**src/rtl/expgol_pkg.sv**
```systemverilog
package expgol_pkg;

   typedef enum logic [1:0] {
      ST_PREFIX = 2'd0,
      ST_SUFFIX = 2'd1,
      ST_DONE   = 2'd2
   } dec_state_e;

   // Fold an unsigned code number onto the signed integers:
   // odd k -> (k+1)/2, even k -> -(k/2)
   function automatic logic [31:0] fold_signed(input logic [31:0] k);
      logic [31:0] half;
      half = k >> 1;
      if (k[0]) return half + 32'd1;
      else      return (~half) + 32'd1;
   endfunction

endpackage

```
**src/rtl/expgol_prefix_count.sv**
```systemverilog
module expgol_prefix_count #(
   parameter int MAX_ZEROS = 31,
   localparam int ZCNT_W   = $clog2(MAX_ZEROS + 1)
) (
   input  logic              clk,
   input  logic              rst_n,
   input  logic              zero_take,
   input  logic              clear,
   output logic [ZCNT_W-1:0] zcnt,
   output logic              overflow,
   output logic              err_flag
);

   localparam logic [ZCNT_W-1:0] ZMAX = ZCNT_W'(MAX_ZEROS);

   assign overflow = zero_take && (zcnt == ZMAX);

   always_ff @(posedge clk or negedge rst_n) begin
      if (!rst_n) begin
         zcnt <= '0;
      end else if (clear || overflow) begin
         zcnt <= '0;
      end else if (zero_take) begin
         zcnt <= zcnt + 1'b1;
      end
   end

   always_ff @(posedge clk or negedge rst_n) begin
      if (!rst_n)        err_flag <= 1'b0;
      else if (overflow) err_flag <= 1'b1;
   end

   AST_ERR_STICKY: assert property (@(posedge clk) disable iff (!rst_n)
      err_flag |=> err_flag);
   AST_OVF_SETS_ERR: assert property (@(posedge clk) disable iff (!rst_n)
      overflow |=> (err_flag && zcnt == '0));

endmodule

```
**src/rtl/expgol_suffix_shift.sv**
```systemverilog
module expgol_suffix_shift #(
   parameter int VAL_W  = 32,
   parameter int ZCNT_W = 5
) (
   input  logic              clk,
   input  logic              rst_n,
   input  logic              load,
   input  logic [ZCNT_W-1:0] load_cnt,
   input  logic              shift,
   input  logic              shift_bit,
   output logic [VAL_W-1:0]  acc,
   output logic              last
);

   logic [ZCNT_W-1:0] remain;

   assign last = shift && (remain == ZCNT_W'(1));

   always_ff @(posedge clk or negedge rst_n) begin
      if (!rst_n) begin
         acc    <= '0;
         remain <= '0;
      end else if (load) begin
         acc    <= VAL_W'(1);
         remain <= load_cnt;
      end else if (shift) begin
         acc    <= {acc[VAL_W-2:0], shift_bit};
         remain <= remain - 1'b1;
      end
   end

endmodule

```
**src/rtl/expgol_value_map.sv**
```systemverilog
module expgol_value_map #(
   parameter int VAL_W      = 32,
   parameter bit HAS_SIGNED = 1'b1
) (
   input  logic [VAL_W-1:0] acc,
   input  logic             signed_mode,
   output logic [VAL_W-1:0] codenum,
   output logic [VAL_W-1:0] value
);

   assign codenum = acc - VAL_W'(1);

   generate
      if (HAS_SIGNED) begin : g_signed
         logic [VAL_W-1:0] half;
         assign half  = codenum >> 1;
         assign value = !signed_mode ? codenum :
                        codenum[0]   ? half + VAL_W'(1) :
                                       (~half) + VAL_W'(1);
      end else begin : g_unsigned
         assign value = signed_mode ? codenum : codenum;
      end
   endgenerate

endmodule

```
**src/rtl/expgol_decoder.sv**
```systemverilog
module expgol_decoder
   import expgol_pkg::*;
#(
   parameter int VAL_W      = 32,
   parameter int MAX_ZEROS  = 31,
   parameter bit HAS_SIGNED = 1'b1,
   localparam int ZCNT_W    = $clog2(MAX_ZEROS + 1),
   localparam int LEN_W     = ZCNT_W + 1
) (
   input  logic             clk,
   input  logic             rst_n,
   input  logic             bit_valid,
   input  logic             bit_data,
   output logic             bit_ready,
   input  logic             signed_mode,
   output logic             out_valid,
   output logic [VAL_W-1:0] out_value,
   output logic [LEN_W-1:0] out_len,
   output logic             err_flag
);

   generate
      if (MAX_ZEROS >= VAL_W) begin : g_bad_zeros
         $error("MAX_ZEROS must be below VAL_W");
      end
      if (VAL_W < 2) begin : g_bad_width
         $error("VAL_W must be at least 2");
      end
   endgenerate

   dec_state_e        state, state_nx;
   logic              take, zero_take, one_take, clear;
   logic              overflow, last, sfx_shift;
   logic [ZCNT_W-1:0] zcnt;
   logic [VAL_W-1:0]  acc, codenum;

   assign bit_ready = (state != ST_DONE);
   assign take      = bit_valid && bit_ready;
   assign zero_take = take && (state == ST_PREFIX) && !bit_data;
   assign one_take  = take && (state == ST_PREFIX) &&  bit_data;
   assign sfx_shift = take && (state == ST_SUFFIX);
   assign clear     = (state == ST_DONE);

   always_comb begin
      state_nx = state;
      unique case (state)
         ST_PREFIX: if (one_take) state_nx = (zcnt == '0) ? ST_DONE : ST_SUFFIX;
         ST_SUFFIX: if (last)     state_nx = ST_DONE;
         ST_DONE:                 state_nx = ST_PREFIX;
         default:                 state_nx = ST_PREFIX;
      endcase
   end

   always_ff @(posedge clk or negedge rst_n) begin
      if (!rst_n) state <= ST_PREFIX;
      else        state <= state_nx;
   end

   expgol_prefix_count #(.MAX_ZEROS(MAX_ZEROS)) prefix_i (
      .clk       (clk),
      .rst_n     (rst_n),
      .zero_take (zero_take),
      .clear     (clear),
      .zcnt      (zcnt),
      .overflow  (overflow),
      .err_flag  (err_flag)
   );

   expgol_suffix_shift #(.VAL_W(VAL_W), .ZCNT_W(ZCNT_W)) suffix_i (
      .clk       (clk),
      .rst_n     (rst_n),
      .load      (one_take),
      .load_cnt  (zcnt),
      .shift     (sfx_shift),
      .shift_bit (bit_data),
      .acc       (acc),
      .last      (last)
   );

   expgol_value_map #(.VAL_W(VAL_W), .HAS_SIGNED(HAS_SIGNED)) map_i (
      .acc         (acc),
      .signed_mode (signed_mode),
      .codenum     (codenum),
      .value       (out_value)
   );

   assign out_valid = (state == ST_DONE);
   assign out_len   = {zcnt, 1'b1};

   AST_PULSE_ONE: assert property (@(posedge clk) disable iff (!rst_n)
      out_valid |=> !out_valid);
   AST_STALL_ON_OUT: assert property (@(posedge clk) disable iff (!rst_n)
      out_valid |-> !bit_ready);
   AST_LEN_ODD: assert property (@(posedge clk) disable iff (!rst_n)
      out_valid |-> out_len[0]);
   AST_LONE_ONE: assert property (@(posedge clk) disable iff (!rst_n)
      (out_valid && out_len == LEN_W'(1)) |-> (codenum == '0));
   AST_IDLE_HOLD: assert property (@(posedge clk) disable iff (!rst_n)
      (state == ST_PREFIX && !bit_valid) |=> ($stable(zcnt) && !out_valid));

endmodule

```
**config.mk**
```make
export PLATFORM = sky130hd
export DESIGN_NAME = expgol_decoder
export DESIGN_NICKNAME = d
export VERILOG_FILES = /design/src/rtl/expgol_pkg.sv /design/src/rtl/expgol_prefix_count.sv /design/src/rtl/expgol_suffix_shift.sv /design/src/rtl/expgol_value_map.sv /design/src/rtl/expgol_decoder.sv
export SDC_FILE = /design/constraint.sdc
export NUM_CORES = 1
export LEC_CHECK = 0
export ABC_CLOCK_PERIOD_IN_PS = 5650
export BUFFER_PORTS_ARGS = -buffer_cell sky130_fd_sc_hd__buf_2
export CELL_PAD_IN_SITES_DETAIL_PLACEMENT = 1
export CELL_PAD_IN_SITES_GLOBAL_PLACEMENT = 2
export CORE_UTILIZATION = 30
export CTS_CLUSTER_SIZE = 40
export DETAILED_ROUTE_END_ITERATION = 6
export GPL_ROUTABILITY_DRIVEN = 0
export PLACE_DENSITY = 0.81
export SYNTH_ARGS = -nofsm -noshare
export SYNTH_HDL_FRONTEND = slang
export SYNTH_SLANG_ARGS = --single-unit
```
**constraint.sdc**
```tcl
create_clock -name clk -period 5.65 [get_ports clk]
set_input_delay 0.2825 -clock clk [delete_from_list [all_inputs] [get_ports clk]]
set_output_delay 0.2825 -clock clk [all_outputs]
set_load 0.01 [all_outputs]
```
=== Word-level counts from Yosys, hierarchy flattened ===
Cells that the tools add are included.

* Bits in registers: 45
* Output and inout bits: 41
* Bits of input ports: 5
* Logic and storage cells: 44

* Reduce and logical (&&, ||, !) cells: 14
* Mux-type cells: 12
* $add $sub $neg: 5
* Equal/unequal tests: 7
* Bitwise gates (word level): 1

{| class="wikitable"
|+ Operator list
! operator !! count
|-
| $mux W32 || 4
|-
| $add A31 B1 Y32 const B || 1
|-
| $add A32 B1 Y32 const B || 1
|-
| $not A31 Y32 || 1
|-
| $sub A32 B1 Y32 const B || 1
|-
| $mux W5 || 4
|-
| $logic_and A1 B1 Y1 || 7
|-
| $mux W2 || 3
|-
| $ne A2 B2 Y1 const B || 3
|-
| $add A5 B1 Y5 const B || 1
|-
| $eq A5 B1 Y1 const B || 1
|-
| $eq A5 B5 Y1 const B || 1
|-
| $logic_not A5 Y1 || 1
|-
| $sub A5 B1 Y5 const B || 1
|-
| $pmux W2 S2 || 1
|-
| $reduce_bool A2 Y1 || 2
|-
| $eq A2 B1 Y1 const B || 1
|-
| $eq A2 B2 Y1 const B || 1
|-
| $logic_not A2 Y1 || 1
|-
| $reduce_and A2 Y1 || 1
|-
| $logic_not A1 Y1 || 1
|-
| $logic_or A1 B1 Y1 || 1
|}

=== Depth between registers and ports, before layout ===
* Word-level depth: 7
* Depth in mapped cells: 16
* Mapped depth without buffers: 11

=== Modules after synthesis ===
A second synthesis with hierarchy kept.

* Cell total of the unflattened synthesis: 616
* Area, all modules: 4863.4 µm²

{| class="wikitable"
|+ Modules (own cells, without submodules)
! module !! cells each !! area each (µm²) !! seq. area each (µm²) !! times used
|-
| expgol_value_map || 434 || 2768.9 || 0.0 || 1
|-
| expgol_suffix_shift || 135 || 1622.8 || 925.9 || 1
|-
| expgol_prefix_count || 31 || 317.8 || 150.1 || 1
|-
| expgol_decoder || 16 || 153.9 || 50.0 || 1
|}

=== Worst setup path before layout ===
OpenSTA, ideal clock, no wires.

* Kind: register to output
* Start point: register suffix_i.acc[0]
* End point: output port out_value[25]
* Path buffers: 4
* Cell stages (with the launch flop): 16
* Arrival: 4.781 ns
* Required time: 5.368 ns
* Path slack: 0.587 ns
* Cell sequence: dfrtp_1 -> clkbuf_8 -> inv_1 -> clkbuf_1 -> buf_1 -> clkbuf_1 -> ha_1 -> nor3b_4 -> nand3_1 -> a2111o_1 -> a31oi_1 -> nand3_1 -> a2111oi_4 -> a211oi_1 -> or3_1 -> a211oi_1

* Cells in the longest elaborated chain, start to end: 5
* Elaborated cells on any way between the ends: 6
* Classes of those cells: add/sub (3); mux (2); bitwise (1)

{| class="wikitable"
|+ RTL lines
! what !! line !! source
|-
| start, declared || expgol_suffix_shift.sv:11 || <nowiki>output logic [VAL_W-1:0] acc,</nowiki>
|-
| start signal, assigned || expgol_suffix_shift.sv:27 || <nowiki>acc <= {acc[VAL_W-2:0], shift_bit};</nowiki>
|-
| $sub A32 B1 Y32 * || expgol_value_map.sv:11 || <nowiki>assign codenum = acc - VAL_W'(1);</nowiki>
|-
| $not A31 Y32 || expgol_value_map.sv:19 || <nowiki>(~half) + VAL_W'(1);</nowiki>
|-
| $add A32 B1 Y32 || expgol_value_map.sv:19 ||
|-
| $mux W32 || expgol_value_map.sv:18 || <nowiki>codenum[0] ? half + VAL_W'(1) :</nowiki>
|-
| $mux W32 * || expgol_value_map.sv:17 || <nowiki>assign value = !signed_mode ? codenum :</nowiki>
|-
| end, declared || expgol_decoder.sv:17 || <nowiki>output logic [VAL_W-1:0] out_value,</nowiki>
|}

Mark *: on every way between the ends. The rest lies on a longest branch, timed or not.

=== Worst setup path after layout ===
* Start point: register suffix_i.acc[1]
* End point: output port out_value[25]

The elaborated chain is that of the path after synthesis.

==> qor.log <==
INFO  grt            global_route_wire_length_before_repair=26140µm
INFO  timing         number_of_setup_violations_in_the_final_report=0
INFO  detailed_routing remaining_drc_errors=0
INFO  synth          synthesis.area=0.004960mm²
INFO  floorplan      fp.dieArea=0.01705mm²
INFO  status         run_status=finished clean
INFO  setup_path     critical_path_class=reg2out
INFO  setup_path     timing.critical_path.arrival=4.67ns
INFO  finish         number_of_nets_in_the_final_layout=661
INFO  detailed_routing post_route_ant_nets=0
INFO  cts            clock_insertion_delay_worst_skew=0.29ns
INFO  finish         post_route_cells_drive_above_1_share=14.31%
INFO  setup_path     cpLargestDelayFamily=compound AO/OA/AOI/OAI gates
INFO  grt            aggregate_global_route_resource_usage=19.37%
INFO  floorplan      core_area=0.01600mm²
INFO  synth          synth.yosys.seq_area_share=22.70%
INFO  grt            first_global_vias=4932
INFO  grt            overflow=0
INFO  synth          synth.avg_cell_area=7.654µm²
INFO  cts            cts_hold_repair.buffers=0
INFO  timing         number_of_endpoints_with_negative_hold_slack_in_the_final_report=0
INFO  detailed_routing route.vias.total=4866
INFO  pwr            p_leak=2.140nW
INFO  setup_path     crit_path_top_delay_cell=sky130_fd_sc_hd__o21ai_0
INFO  cts            clk_root_buffer_cell=sky130_fd_sc_hd__clkbuf_16
INFO  cts            clk_path_buf_depth=2
INFO  synth          ys_seq_elements=45
INFO  synth          synth_cell_types=88
INFO  placed_design  dpl.hpwl=11790µm
INFO  setup_path     startpoint_type=flop
INFO  timing         finClkSkew=0.004629ns
INFO  detailed_routing avgViaCountPerCell=5.619
INFO  timing         setup_total_negative_slack=0ns
INFO  timing         worst_slew_pin_tran=1.025ns
INFO  finish         number_of_antenna_diodes=0
INFO  setup_path     max_stage_delay=0.83ns
INFO  cts            ctsResizeCount=0
INFO  timing         layout_worst_path_cycle_share=87.67%
INFO  detailed_routing drt_pre_antenna_iters=4
INFO  finish         filler_cell_count=2000
INFO  setup_path     crit_fanout=10
INFO  synth          synth_fp_nets=660
INFO  timing         fmaxAchievable=201.9MHz
INFO  floorplan      initial_cell_density_of_the_core=31.00%
INFO  cts            tritoncts_clock_tree=done
INFO  detailed_routing routed_wirelength=15600µm
INFO  pwr            power_density=712.2mW/mm²
INFO  synth          postSynth.topFlopCell=sky130_fd_sc_hd__dfrtp_1
INFO  finish         most-common-layout-cells=99 x sky130_fd_sc_hd__nand2_1, 47 x sky130_fd_sc_hd__nor2_1
INFO  floorplan      std_cell_rows=46
INFO  run            max_cap_violations=0
INFO  floorplan      num_io_pins=46
INFO  cts            cts_setup_buffers=0
INFO  synth          post_synth_inst_count=648
INFO  finish         layout.core_utilization=33.23%
INFO  cts            numClockSinks=45
INFO  timing         final_max_slew_viol_count=0
INFO  setup_path     endpoint_kind=output pin
INFO  timing         final.min_clock_period=4.953ns
INFO  synth          proportion_of_register_bits_with_asynchronous_set_or_reset_after_synthesis=100.0%
INFO  worst_hold_path min_path_type=in2async
INFO  setup_path     cp.buffers_inverters=2
INFO  cts            cts_htree_levels=2
INFO  synth          netlist_top_cells_area=sky130_fd_sc_hd__dfrtp_1 23%, sky130_fd_sc_hd__xnor2_1 7.8%, sky130_fd_sc_hd__nand2_1 7.5%
INFO  synth          synth_edf_count=0
INFO  pwr            post-layout-total-power=0.003786W
INFO  cts            tritoncts.num_buffers=5
INFO  placed_design  io_buffer_count=44
INFO  detailed_routing wl_per_cell=18.02µm
INFO  timing         remaining_max_slew_budget_at_the_tightest_pin=31.70%
INFO  cts            clk_pin_slew=0.06ns
INFO  synth          synthDominantAreaCellType=sky130_fd_sc_hd__dfrtp_1
INFO  floorplan      floorplan.die.height=130.6µm
INFO  floorplan      die_width=130.6µm
INFO  grt            grt_antenna_before_repair=0
INFO  grt            maximum_number_of_pins_on_one_net_before_global_route_repair=56
INFO  setup_path     worstPathRequired=5.37ns
INFO  timing         grt_setup_unrepaired=false
INFO  synth          yosysWarningCount=0
INFO  pwr            ir_worst_vdd=0.2115mV
INFO  finish         area_growth_syn_to_layout=7.190%
INFO  finish         layout_commonest_cell=sky130_fd_sc_hd__nand2_1
INFO  setup_path     path_cells=inv_1 -> ha_1 -> nor3b_4 -> nand3_2 -> o21ai_0 -> a221oi_2 -> a2bb2oi_1 -> nor3_1 -> and4b_2 -> or3_1 -> a211oi_1 -> buf_2
INFO  detailed_routing dr.first_iter.drc_count=259
INFO  synth          synth_top_area_share=22.70%
[per-layer routing]
layer | global-route usage, % | up-vias | part of all wire [%]
met5 | 0 | - | 0
met4 | 6.558 | 0 | 2.4
met3 | 2.769 | 27 | 3.8
met2 | 32.62 | 105 | 47
met1 | 25.34 | 2367 | 47
li1 | - | 2367 | -
[registers in the layout, indices dropped and copies added, names as in the netlist]
name and count:
prefix_i.err_flag 1, prefix_i.zcnt 5, state 2, suffix_i.acc 32
suffix_i.remain 5
[where the power goes]
part           total (W)  switching [W]  internal, W
Clock           0.000341       0.000120     0.000221
Combinational    0.00288        0.00181      0.00107
Sequential      0.000565       0.000168     0.000397
Total            0.00379        0.00210      0.00169
[cells by family (layout without fill, tap and decap cells)]
logic type | after synthesis | in the layout | share of synthesized area [%]
AOI/OAI and AO/OA | 162 | 162 | 22.33
xor gates and xnor gates | 59 | 59 | 10.70
adders and majority gates | 7 | 7 | 1.766
buffers and inverters | 72 | 74 | 8.300
DFF | 45 | 45 | 22.70
muxes | 15 | 15 | 3.103
other | 1 | 1 | 0.07561
and+or+nand+nor | 287 | 287 | 31.03
[stage by stage]
| step | std cells | area (µm²) | worst slack [ns] | hold WS [ns] |
|---|---|---|---|---|
| finish | 866 | 5316 | 0.6967 | 0.1721 |
| global route | 866 | 5316 | 0.4023 | 0.2708 |
| CTS | 866 | 5316 | 0.7721 | 0.2223 |
| detailed placement | 858 | 5144 | 1.086 | 0.4570 |
| global placement | 858 | 5144 | 1.265 | 0.4400 |
| floorplan | 648 | 4960 | 0.5865 | -0.01309 |
[layout make-up]
type	count	area (µm²)	share of cell area, %
flip-flops and latches	45	1127	21.20
repair buffers	49	257.7	4.848
clock buffers	7	142.6	2.683
multi-input cells	531	3425	64.42
clock inverters	1	30.03	0.5648
well taps	216	270.3	5.084
inverters	17	63.81	1.200
[synth_stat cells (9+ instances only)]
library cell               number
sky130_fd_sc_hd__nand4_1        9
sky130_fd_sc_hd__nand2_1       99
sky130_fd_sc_hd__or3_1          9
sky130_fd_sc_hd__nor3_1        21
sky130_fd_sc_hd__clkbuf_1      34
sky130_fd_sc_hd__a21oi_1       28
sky130_fd_sc_hd__o31ai_1        9
sky130_fd_sc_hd__nand3_1       21
sky130_fd_sc_hd__dfrtp_1       45
sky130_fd_sc_hd__o22ai_1        9
sky130_fd_sc_hd__o21ai_0       44
sky130_fd_sc_hd__a211oi_1       9
sky130_fd_sc_hd__nor2_1        48
sky130_fd_sc_hd__inv_1         17
sky130_fd_sc_hd__a31oi_1       14
sky130_fd_sc_hd__mux2i_1       12
sky130_fd_sc_hd__xnor2_1       44
sky130_fd_sc_hd__xor2_1        14
sky130_fd_sc_hd__nor4_1        12
[worst paths after layout]
path                                  startpoint               end  slack (ns)  cells past startpoint
worst max register to register  prefix_i.zcnt[0]  prefix_i.zcnt[3]        3.70                      5
worst min register to register          state[1]          state[1]        0.47                      1
worst min-delay path                       rst_n  suffix_i.acc[19]        0.17                      1
min in group clk                        bit_data   suffix_i.acc[0]        0.36                      3
max in group asynchronous                  rst_n   suffix_i.acc[0]        4.77                      1
worst max-delay path             suffix_i.acc[1]     out_value[25]        0.70                     12
(Power assumes the default switching activity.)
